`config.mk`:
```
export PLATFORM = sky130hd
export DESIGN_NAME = prio_bus_arbiter
export DESIGN_NICKNAME = d
export VERILOG_FILES = /design/src/rtl/pba_pkg.sv /design/src/rtl/pba_resolve.sv /design/src/rtl/pba_cfg.sv /design/src/rtl/pba_seq.sv /design/src/rtl/prio_bus_arbiter.sv
export SDC_FILE = /design/constraint.sdc
export NUM_CORES = 1
export LEC_CHECK = 0
export BUFFER_PORTS_ARGS = -buffer_cell sky130_fd_sc_hd__buf_2
export CORE_MARGIN = 4
export CORE_UTILIZATION = 50
export CTS_CLUSTER_SIZE = 12
export DETAILED_ROUTE_END_ITERATION = 8
export PLACE_DENSITY = 0.89
export SYNTH_ARGS = -nofsm -noshare
export SYNTH_HDL_FRONTEND = slang
export SYNTH_SLANG_ARGS = --single-unit
export TNS_END_PERCENT = 20
```
`constraint.sdc`:
```
create_clock -name clk -period 2.3 [get_ports clk]
set_input_delay 0.115 -clock clk [delete_from_list [all_inputs] [get_ports clk]]
set_output_delay 0.115 -clock clk [all_outputs]
set_load 0.02 [all_outputs]
```
`src/rtl/pba_pkg.sv`:
```
package pba_pkg;

    localparam int NUM_LVL = 16;
    localparam int LVL_W   = $clog2(NUM_LVL);
    localparam int DATA_W  = 8;

    typedef enum logic [1:0] {
        ST_ARB     = 2'd0,
        ST_REFRESH = 2'd1,
        ST_NMI     = 2'd2,
        ST_GRANT   = 2'd3
    } pba_state_e;

    typedef struct packed {
        logic             valid;
        logic [LVL_W-1:0] level;
    } pick_t;

    typedef struct packed {
        logic cpu_en;
        logic force_arb;
        logic ext_arb;
    } cfg_t;

    // Mask of all levels strictly more urgent than lvl
    function automatic logic [NUM_LVL-1:0] below_mask(input logic [LVL_W-1:0] lvl);
        logic [NUM_LVL-1:0] m;
        for (int i = 0; i < NUM_LVL; i++) begin
            m[i] = (i < int'(lvl));
        end
        return m;
    endfunction

endpackage

```
`src/rtl/pba_resolve.sv`:
```
module pba_resolve
    import pba_pkg::*;
(
    input  logic [NUM_LVL-1:0] req,
    output pick_t              pick
);
    // Scan from the least urgent level down so the lowest index is kept
    always_comb begin
        pick = '0;
        for (int i = NUM_LVL - 1; i >= 0; i--) begin
            if (req[i]) begin
                pick.valid = 1'b1;
                pick.level = LVL_W'(i);
            end
        end
    end
endmodule

```
`src/rtl/pba_cfg.sv`:
```
module pba_cfg
    import pba_pkg::*;
(
    input  logic              clk,
    input  logic              rst,
    input  logic              wr,
    input  logic              rd,
    input  logic [DATA_W-1:0] wdata,
    input  logic              set_to,
    input  logic              set_nmi_mask,
    input  logic              cap_en,
    input  logic [LVL_W-1:0]  cap_level,
    output cfg_t              cfg,
    output logic [DATA_W-1:0] rdata
);
    logic             to_flag;
    logic             nmi_mask;
    logic [LVL_W-1:0] last_lvl;

    always_ff @(posedge clk) begin
        if (rst) begin
            cfg      <= '0;
            to_flag  <= 1'b0;
            nmi_mask <= 1'b0;
            last_lvl <= '0;
        end else begin
            if (wr) begin
                cfg.cpu_en    <= wdata[7];
                cfg.force_arb <= wdata[6];
                cfg.ext_arb   <= wdata[5];
            end
            if (cap_en)
                last_lvl <= cap_level;
            if (set_to)
                to_flag <= 1'b1;
            else if (rd)
                to_flag <= 1'b0;
            if (set_nmi_mask)
                nmi_mask <= 1'b1;
            else if (rd && to_flag)
                nmi_mask <= 1'b0;
        end
    end

    assign rdata = {cfg.cpu_en, nmi_mask, to_flag, 1'b0, last_lvl};

    // time-out bit survives until a read clears it
    p_timeout_sticky_r7: assert property (@(posedge clk) disable iff (rst)
        (to_flag && !rd) |=> to_flag);

endmodule

```
`src/rtl/pba_seq.sv`:
```
module pba_seq
    import pba_pkg::*;
#(
    parameter int ARB_CYC     = 3,
    parameter int ARB_EXT_CYC = 6,
    parameter int TIMEOUT_CYC = 64
) (
    input  logic               clk,
    input  logic               rst,
    input  logic [NUM_LVL-1:0] req,
    input  pick_t              pick,
    input  logic               refresh_req,
    input  logic               nmi_req,
    input  logic               xfer_done,
    input  logic               force_arb,
    input  logic               ext_arb,
    output pba_state_e         state,
    output logic [LVL_W-1:0]   owner,
    output logic               set_to,
    output logic               set_nmi_mask,
    output logic               cap_en,
    output logic               preempt
);
    localparam int ACW = $clog2(ARB_EXT_CYC + 1);
    localparam int GCW = $clog2(TIMEOUT_CYC + 1);

    logic [ACW-1:0] arb_cnt;
    logic [GCW-1:0] gnt_cnt;
    logic [ACW-1:0] arb_limit;
    logic           arb_done;
    logic           gnt_expire;

    assign arb_limit  = ext_arb ? ACW'(ARB_EXT_CYC - 1) : ACW'(ARB_CYC - 1);
    assign arb_done   = (arb_cnt >= arb_limit);
    assign gnt_expire = (gnt_cnt == GCW'(TIMEOUT_CYC - 1));

    assign set_nmi_mask = (state == ST_ARB) && arb_done && !refresh_req && nmi_req;
    assign cap_en       = (state == ST_ARB) && arb_done && !refresh_req && !nmi_req
                          && !force_arb && pick.valid;
    assign set_to       = (state == ST_GRANT) && !xfer_done && gnt_expire;
    assign preempt      = (state == ST_GRANT) &&
                          (refresh_req || nmi_req || (|(req & below_mask(owner))));

    always_ff @(posedge clk) begin
        if (rst) begin
            state   <= ST_ARB;
            arb_cnt <= '0;
            gnt_cnt <= '0;
            owner   <= '0;
        end else begin
            unique case (state)
                ST_ARB: begin
                    if (!arb_done) begin
                        arb_cnt <= arb_cnt + 1'b1;
                    end else if (refresh_req) begin
                        state <= ST_REFRESH;
                    end else if (nmi_req) begin
                        state <= ST_NMI;
                    end else if (cap_en) begin
                        state   <= ST_GRANT;
                        owner   <= pick.level;
                        gnt_cnt <= '0;
                    end
                end
                ST_REFRESH: begin
                    if (xfer_done) begin
                        state   <= ST_ARB;
                        arb_cnt <= '0;
                    end
                end
                ST_NMI: begin
                    if (!nmi_req) begin
                        state   <= ST_ARB;
                        arb_cnt <= '0;
                    end
                end
                ST_GRANT: begin
                    if (xfer_done || gnt_expire) begin
                        state   <= ST_ARB;
                        arb_cnt <= '0;
                    end else begin
                        gnt_cnt <= gnt_cnt + 1'b1;
                    end
                end
                default: state <= ST_ARB;
            endcase
        end
    end

    // NMI service persists while the request stays high
    p_nmi_hold_r4: assert property (@(posedge clk) disable iff (rst)
        (state == ST_NMI && nmi_req) |=> (state == ST_NMI));

    // a channel owner is not dropped while it keeps the transfer open and time remains
    p_grant_keep_r5: assert property (@(posedge clk) disable iff (rst)
        (state == ST_GRANT && !xfer_done && !gnt_expire) |=> (state == ST_GRANT));

endmodule

```
`src/rtl/prio_bus_arbiter.sv`:
```
module prio_bus_arbiter
    import pba_pkg::*;
#(
    parameter int CLK_PERIOD_NS = 100,
    parameter int ARB_MIN_NS    = 300,
    parameter int ARB_EXT_NS    = 600,
    parameter int TIMEOUT_CYC   = 64
) (
    input  logic        clk,
    input  logic        rst,
    input  logic [15:0] req,
    input  logic        refresh_req,
    input  logic        nmi_req,
    input  logic        xfer_done,
    input  logic        reg_wr,
    input  logic        reg_rd,
    input  logic [7:0]  reg_wdata,
    output logic [7:0]  reg_rdata,
    output logic        arb_state,
    output logic        grant_valid,
    output logic [3:0]  grant_level,
    output logic        grant_refresh,
    output logic        grant_nmi,
    output logic        preempt,
    output logic        cpu_cyc_en
);
    localparam int ARB_CYC     = (ARB_MIN_NS + CLK_PERIOD_NS - 1) / CLK_PERIOD_NS;
    localparam int ARB_EXT_CYC = (ARB_EXT_NS + CLK_PERIOD_NS - 1) / CLK_PERIOD_NS;

    pick_t            pick;
    cfg_t             cfg;
    pba_state_e       state;
    logic [LVL_W-1:0] owner;
    logic             set_to;
    logic             set_nmi_mask;
    logic             cap_en;

    pba_resolve u_resolve (
        .req  (req),
        .pick (pick)
    );

    pba_seq #(
        .ARB_CYC     (ARB_CYC),
        .ARB_EXT_CYC (ARB_EXT_CYC),
        .TIMEOUT_CYC (TIMEOUT_CYC)
    ) u_seq (
        .clk          (clk),
        .rst          (rst),
        .req          (req),
        .pick         (pick),
        .refresh_req  (refresh_req),
        .nmi_req      (nmi_req),
        .xfer_done    (xfer_done),
        .force_arb    (cfg.force_arb),
        .ext_arb      (cfg.ext_arb),
        .state        (state),
        .owner        (owner),
        .set_to       (set_to),
        .set_nmi_mask (set_nmi_mask),
        .cap_en       (cap_en),
        .preempt      (preempt)
    );

    pba_cfg u_cfg (
        .clk          (clk),
        .rst          (rst),
        .wr           (reg_wr),
        .rd           (reg_rd),
        .wdata        (reg_wdata),
        .set_to       (set_to),
        .set_nmi_mask (set_nmi_mask),
        .cap_en       (cap_en),
        .cap_level    (owner_next()),
        .cfg          (cfg),
        .rdata        (reg_rdata)
    );

    function automatic logic [LVL_W-1:0] owner_next();
        return pick.level;
    endfunction

    assign arb_state     = (state != ST_GRANT);
    assign grant_valid   = (state == ST_GRANT);
    assign grant_level   = owner;
    assign grant_refresh = (state == ST_REFRESH);
    assign grant_nmi     = (state == ST_NMI);
    assign cpu_cyc_en    = cfg.cpu_en;

    // a new channel owner had no more urgent level requesting when chosen
    p_lowest_wins_r1: assert property (@(posedge clk) disable iff (rst)
        $rose(grant_valid) |-> (($past(req) & below_mask(grant_level)) == '0));

    // a pending refresh is never passed over for NMI
    p_refresh_first_r2: assert property (@(posedge clk) disable iff (rst)
        $rose(grant_nmi) |-> !$past(refresh_req));

    // at most one kind of owner at a time
    p_one_owner_r2: assert property (@(posedge clk) disable iff (rst)
        $onehot0({grant_valid, grant_refresh, grant_nmi}));

    // preempt only appears while a channel holds the grant
    p_preempt_in_grant_r5: assert property (@(posedge clk) disable iff (rst)
        preempt |-> (grant_valid && !arb_state));

endmodule

```
# After elaboration in Yosys (flattened, before gate mapping)
# Index checks and enable logic that the tools add are counted.
[word_totals] ff_bits=25 input_bits=31 elab_cells=112
[op_classes] add_sub_neg=2 n_lt_le_gt_ge=16 n_eq_ne=15 muxes=40 n_bitwise=3 reduce_logical=26
[ops] op="$mux 5" count=16
[ops] op="$mux 7" count=5
[ops] op="$lt 4x4->1 const A" count=7
[ops] op="$and 16x15->16" count=1
[ops] op="$lt 3x4->1 const A" count=4
[ops] op="$ne 2x2->1 const B" count=8
[ops] op="$reduce_or 16->1" count=1
[ops] op="$mux 3" count=5
[ops] op="$mux 2" count=7
[ops] op="$pmux 7 s2" count=1
[ops] op="$pmux 3 s4" count=1
[ops] op="$logic_and 1x1->1" count=10
[ops] op="$reduce_and 5->1" count=2
[ops] op="$lt 1x4->1 const A" count=2
[ops] op="$lt 2x4->1 const A" count=2
[ops] op="$pmux 2 s4" count=1
[ops] op="$add 7x1->7 const B" count=1
[ops] op="$eq 7x6->1 const B" count=1
[ops] op="$reduce_and 6->1" count=1
[ops] op="$reduce_bool 2->1" count=3
[ops] op="$eq 2x2->1 const B" count=2
[ops] op="$logic_not 1->1" count=4
[ops] op="$mux 1" count=4
[ops] op="$ne 2x1->1 const B" count=2
[ops] op="other kinds (8)" count=11

# Longest topological paths before layout
[logic_depth] word_depth=22 ltp_mapped=7 depth_no_buf=7

# Modules after synthesis
# Synthesis repeated with hierarchy kept, for this count alone.
[unflattened] cells_unflattened=209 hier_area_um2=1664.1
[modules_own_cells] mod="pba_seq" n_inst=1 cells_each=135 area_each_um2=1092.3
[modules_own_cells] mod="pba_cfg" n_inst=1 cells_each=36 area_each_um2=370.4
[modules_own_cells] mod="pba_resolve" n_inst=1 cells_each=34 area_each_um2=175.2
[modules_own_cells] mod="prio_bus_arbiter" n_inst=1 cells_each=4 area_each_um2=26.3

# Least setup slack after synthesis
# OpenSTA, ideal clock, no wires.
[synth_timing] path_kind="reg-to-reg" from="register, netlist name u_cfg.cfg[0]" to="register u_cfg.last_lvl[0]" t_arrival_ns=1.545 setup_slack_ns=0.685 stages_incl_launch_ff=8 path_buffers=0 synth_period_minus_slack_ns=1.615 path_cell_list="dfxtp_1 > inv_1 > ha_1 > nand2_1 > o21ai_1 > nand2_1 > a2111o_1 > a21oi_1"
[synth_between] elab_chain_cells=7
[synth_lines] item="$mux 3" line="pba_seq.sv:33" source="assign arb_limit = ext_arb ? ACW'(ARB_EXT_CYC - 1) : ACW'(ARB_CYC - 1);"
[synth_lines] item="$ge 3x3->1" line="pba_seq.sv:34" source="assign arb_done = (arb_cnt >= arb_limit);"
[synth_lines] item="$logic_and 1x1->1 (3 in series)" line="pba_seq.sv:38" source="assign cap_en = (state == ST_ARB) && arb_done && !refresh_req && !nmi_req"
[synth_lines] item="$logic_and 1x1->1 (2 in series)" line="pba_seq.sv:39" source="&& !force_arb && pick.valid;"
[synth_lines] item="end signal, assigned" line="pba_cfg.sv:33" source="last_lvl <= cap_level;"
[synth_lines] item="end, declared" line="pba_cfg.sv:18" source="logic [LVL_W-1:0] last_lvl;"
# Every way passes these cells.
# A chain may end at the register's enable or synchronous reset.

# Worst setup path in the final report
[layout_timing] from="register u_seq.owner[2]" to="output port preempt"
[layout_between] elab_chain_cells=5
[layout_lines] item="start, declared" line="pba_seq.sv:18" source="output logic [LVL_W-1:0] owner,"
[layout_lines] item="start signal, assigned" line="pba_seq.sv:61" source="owner <= pick.level;"
[layout_lines] item="$lt 1x4->1, or another cell as far along" line="pba_pkg.sv:29" source="m[i] = (i < int'(lvl));"
[layout_lines] item="$and 16x15->16 (*)" line="pba_seq.sv:42" source="(refresh_req || nmi_req || (|(req & below_mask(owner))));"
[layout_lines] item="$reduce_or 16->1 (*)" line="pba_seq.sv:42"
[layout_lines] item="$logic_or 1x1->1 (*)" line="pba_seq.sv:42"
[layout_lines] item="$logic_and 1x1->1 (*)" line="pba_seq.sv:41" source="assign preempt = (state == ST_GRANT) &&"
[layout_lines] item="end, declared" line="prio_bus_arbiter.sv:24" source="output logic preempt,"
# Mark *: on every way between the ends. The rest lies on a longest branch, timed or not.

==> results.sh <==
export IMPL_cts_resized=0
export IMPL_rrSetupSlack_ns=0.38
export IMPL_clock_sinks=25
export IMPL_period_share=0.868
export IMPL_leakagePower_nw=0.736
export IMPL_area_growth_pct=14.1
export IMPL_core_um2=2850
export IMPL_ys_ff_latch=25
export IMPL_clock_tree_root_cell="clkbuf_4"
export IMPL_synth_top_area_share=0.322
export IMPL_antenna_found_initial=0
export IMPL_worstPathMaxFanout=8
export IMPL_worst_r2r_path_depth=7
export IMPL_die_area_um2=4060
export IMPL_grt_pass1_vias=1326
export IMPL_n_antenna_cell=0
export IMPL_drive_gt1_frac=0.262
export IMPL_numPortBuffers=42
export IMPL_synth_warning_count=0
export IMPL_final_setup_tns_ns=0
export IMPL_cts_tree="built"
export IMPL_routedWlPerCell_um=13.8
export IMPL_yosysUniqueCellTypes=53
export IMPL_cp_startpoint="u_seq.owner[2]"
export IMPL_start_kind="register"
export IMPL_holdWs_ns=0.0325
export IMPL_htree_levels=1
export IMPL_place_congestion=0.895
export IMPL_place_hpwl_um=2760
export IMPL_synthCells=187
export IMPL_syn_nets=223
export IMPL_async_reset_ff_frac=0
export IMPL_skew_ns=0.00682
export IMPL_die_w_um=63.8
export IMPL_yosys_top_cells_area="dfxtp_1 32%, nor2_1 6.0%, a21oi_1 4.2%"
export IMPL_p_total_mw=1.07
export IMPL_grt_pass1_wl_um=5840
export IMPL_fmax_mhz=501
export IMPL_peakVddDrop_uv=336
export IMPL_vias_per_cell=5.76
export IMPL_ant_nets=0
export IMPL_grt_overflow=0
export IMPL_synth_seq_area_share=0.322
export IMPL_clk_latency_ns=0.31
export IMPL_synth_top_cell_by_area="dfxtp_1"
export IMPL_nets=262
export IMPL_post_dp_cell_area_um2=1750
export IMPL_fin_crit_ns=2.00
export IMPL_synth_common_cells="25 x dfxtp_1, 25 x nor2_1, 17 x nand2_1"
export IMPL_status="completed"
export IMPL_finalInstanceArea_um2=1770
export IMPL_reg2reg_to="u_seq.owner[0]"
export IMPL_r2r_start="u_cfg.cfg[0]"
export IMPL_rsz0062_at_grt="no"
export IMPL_numCtsBuffers=3
export IMPL_drv_cap=0
export IMPL_final_hold_violation_count=0
export IMPL_cts_setup_buffers=0
export IMPL_crit_required_ns=2.18
export IMPL_finalSetupViolCount=0
export IMPL_clk_path_buf_depth=2
export IMPL_slew_headroom=0.654
export IMPL_grt_max_degree=21
export IMPL_grt_usage=0.174
export IMPL_dr_first_iter_drc_count=148
export IMPL_crit_end="preempt"
export IMPL_cp_end_kind="output port"
export IMPL_hold_path_class="in2reg"
export IMPL_syn_cell_area_um2=1550
export IMPL_first_pass_iters=4
export IMPL_die_y_um=63.8
export IMPL_drcViolationCount=0
export IMPL_num_rows=19
export IMPL_final_max_slew_viol_count=0
export IMPL_path_clk_slew_ns=0.14
export IMPL_synth_flop_cell="dfxtp_1"
export IMPL_vias=1474
export IMPL_drt_total_wl_um=3540
export IMPL_p_per_area_nw_per_um2=604
export IMPL_path_class="reg2out"
export IMPL_cts_hold_buf=0
export IMPL_cp_arrival_ns=1.88
export IMPL_tightest_slew_ns=0.516
export IMPL_num_io_pins=49
export IMPL_synth_edf_count=0
export IMPL_initial_core_util=0.545
export IMPL_syn_area_per_cell_um2=8.31
## layout make-up
type | instances | area [µm²]
Fill cell | 236 | 1080
Multi-Input combinational cell | 142 | 952
Sequential cell | 25 | 500
Timing Repair Buffer | 42 | 210
Inverter | 12 | 45.0
Tap cell | 31 | 38.8
Clock buffer | 4 | 26.3
## cell usage in the layout, fill, tap and decap left out, drive strengths merged, types with 2 or more instances in the layout
cell,n
o21a,5
nor3,6
nor2,25
buf,42
nand3,9
nor2b,3
a32oi,2
a21o,2
a221oi,2
o21ai,7
or3,2
clkbuf,4
inv,12
a21oi,13
mux2i,4
nor4,5
nand2,17
dfxtp,25
xnor2,4
o41ai,2
ha,5
o31ai,4
a211oi,3
nand3b,2
nand2b,2
## state kept, by name, summed over array words and instances (netlist names)
name and flops:
u_seq.arb_cnt 3, u_seq.state 2, u_cfg.to_flag 1, u_cfg.cfg 3, u_cfg.nmi_mask 1, u_seq.owner 4
u_seq.gnt_cnt 7, u_cfg.last_lvl 4
## layer usage
layer,track usage,routed length (µm),vias up
li1,-,-,751
met1,0.221,1580,688
met2,0.300,1760,33
met3,0.0298,191,2
met4,0.0539,18,0
met5,0,0,-
## where the power goes
group / internal [mW] / switching (mW)
sequential: 0.475 / 0.0492
combinational: 0.140 / 0.213
clock: 0.0676 / 0.126
total: 0.683 / 0.388
## worst min path at each step
stage                             from           end  cells past startpoint
after floorplan           reg_wdata[5]  u_cfg.cfg[0]                      2
after global placement    reg_wdata[5]  u_cfg.cfg[0]                      3
after detailed placement  reg_wdata[5]  u_cfg.cfg[0]                      3
after CTS                 reg_wdata[5]  u_cfg.cfg[0]                      3
after global routing      reg_wdata[7]  u_cfg.cfg[2]                      3
final                     reg_wdata[5]  u_cfg.cfg[0]                      3
## metrics by stage
step,setup slack (ns),utilization,instances
after floorplan,0.685,-,187
after global placement,0.514,0.612,252
after detailed placement,0.466,0.612,252
after CTS,0.290,0.621,256
after global routing,0.178,0.621,256
final,0.304,0.621,256
## kinds of logic (layout without fill, tap and decap cells)
| kind of cell | Yosys count | in the layout | synth area share |
|---|---|---|---|
| and+or+nand+nor | 77 | 77 | 0.278 |
| other | 1 | 1 | 0.00241 |
| xor gates and xnor gates | 5 | 5 | 0.0282 |
| AOI/OAI and AO/OA | 50 | 50 | 0.238 |
| buffers and inverters | 20 | 58 | 0.0652 |
| muxes | 4 | 4 | 0.0258 |
| DFF | 25 | 25 | 0.322 |
| adders and majority gates | 5 | 5 | 0.0403 |
## worst max-delay path, cell delays in order (launching register included)
cell       delay, ns
dfxtp_1         0.47
inv_1           0.06
o32ai_1         0.26
o2111ai_1       0.17
a2111oi_0       0.37
nor3_1          0.07
buf_2           0.17
(Power assumes the default switching activity.)
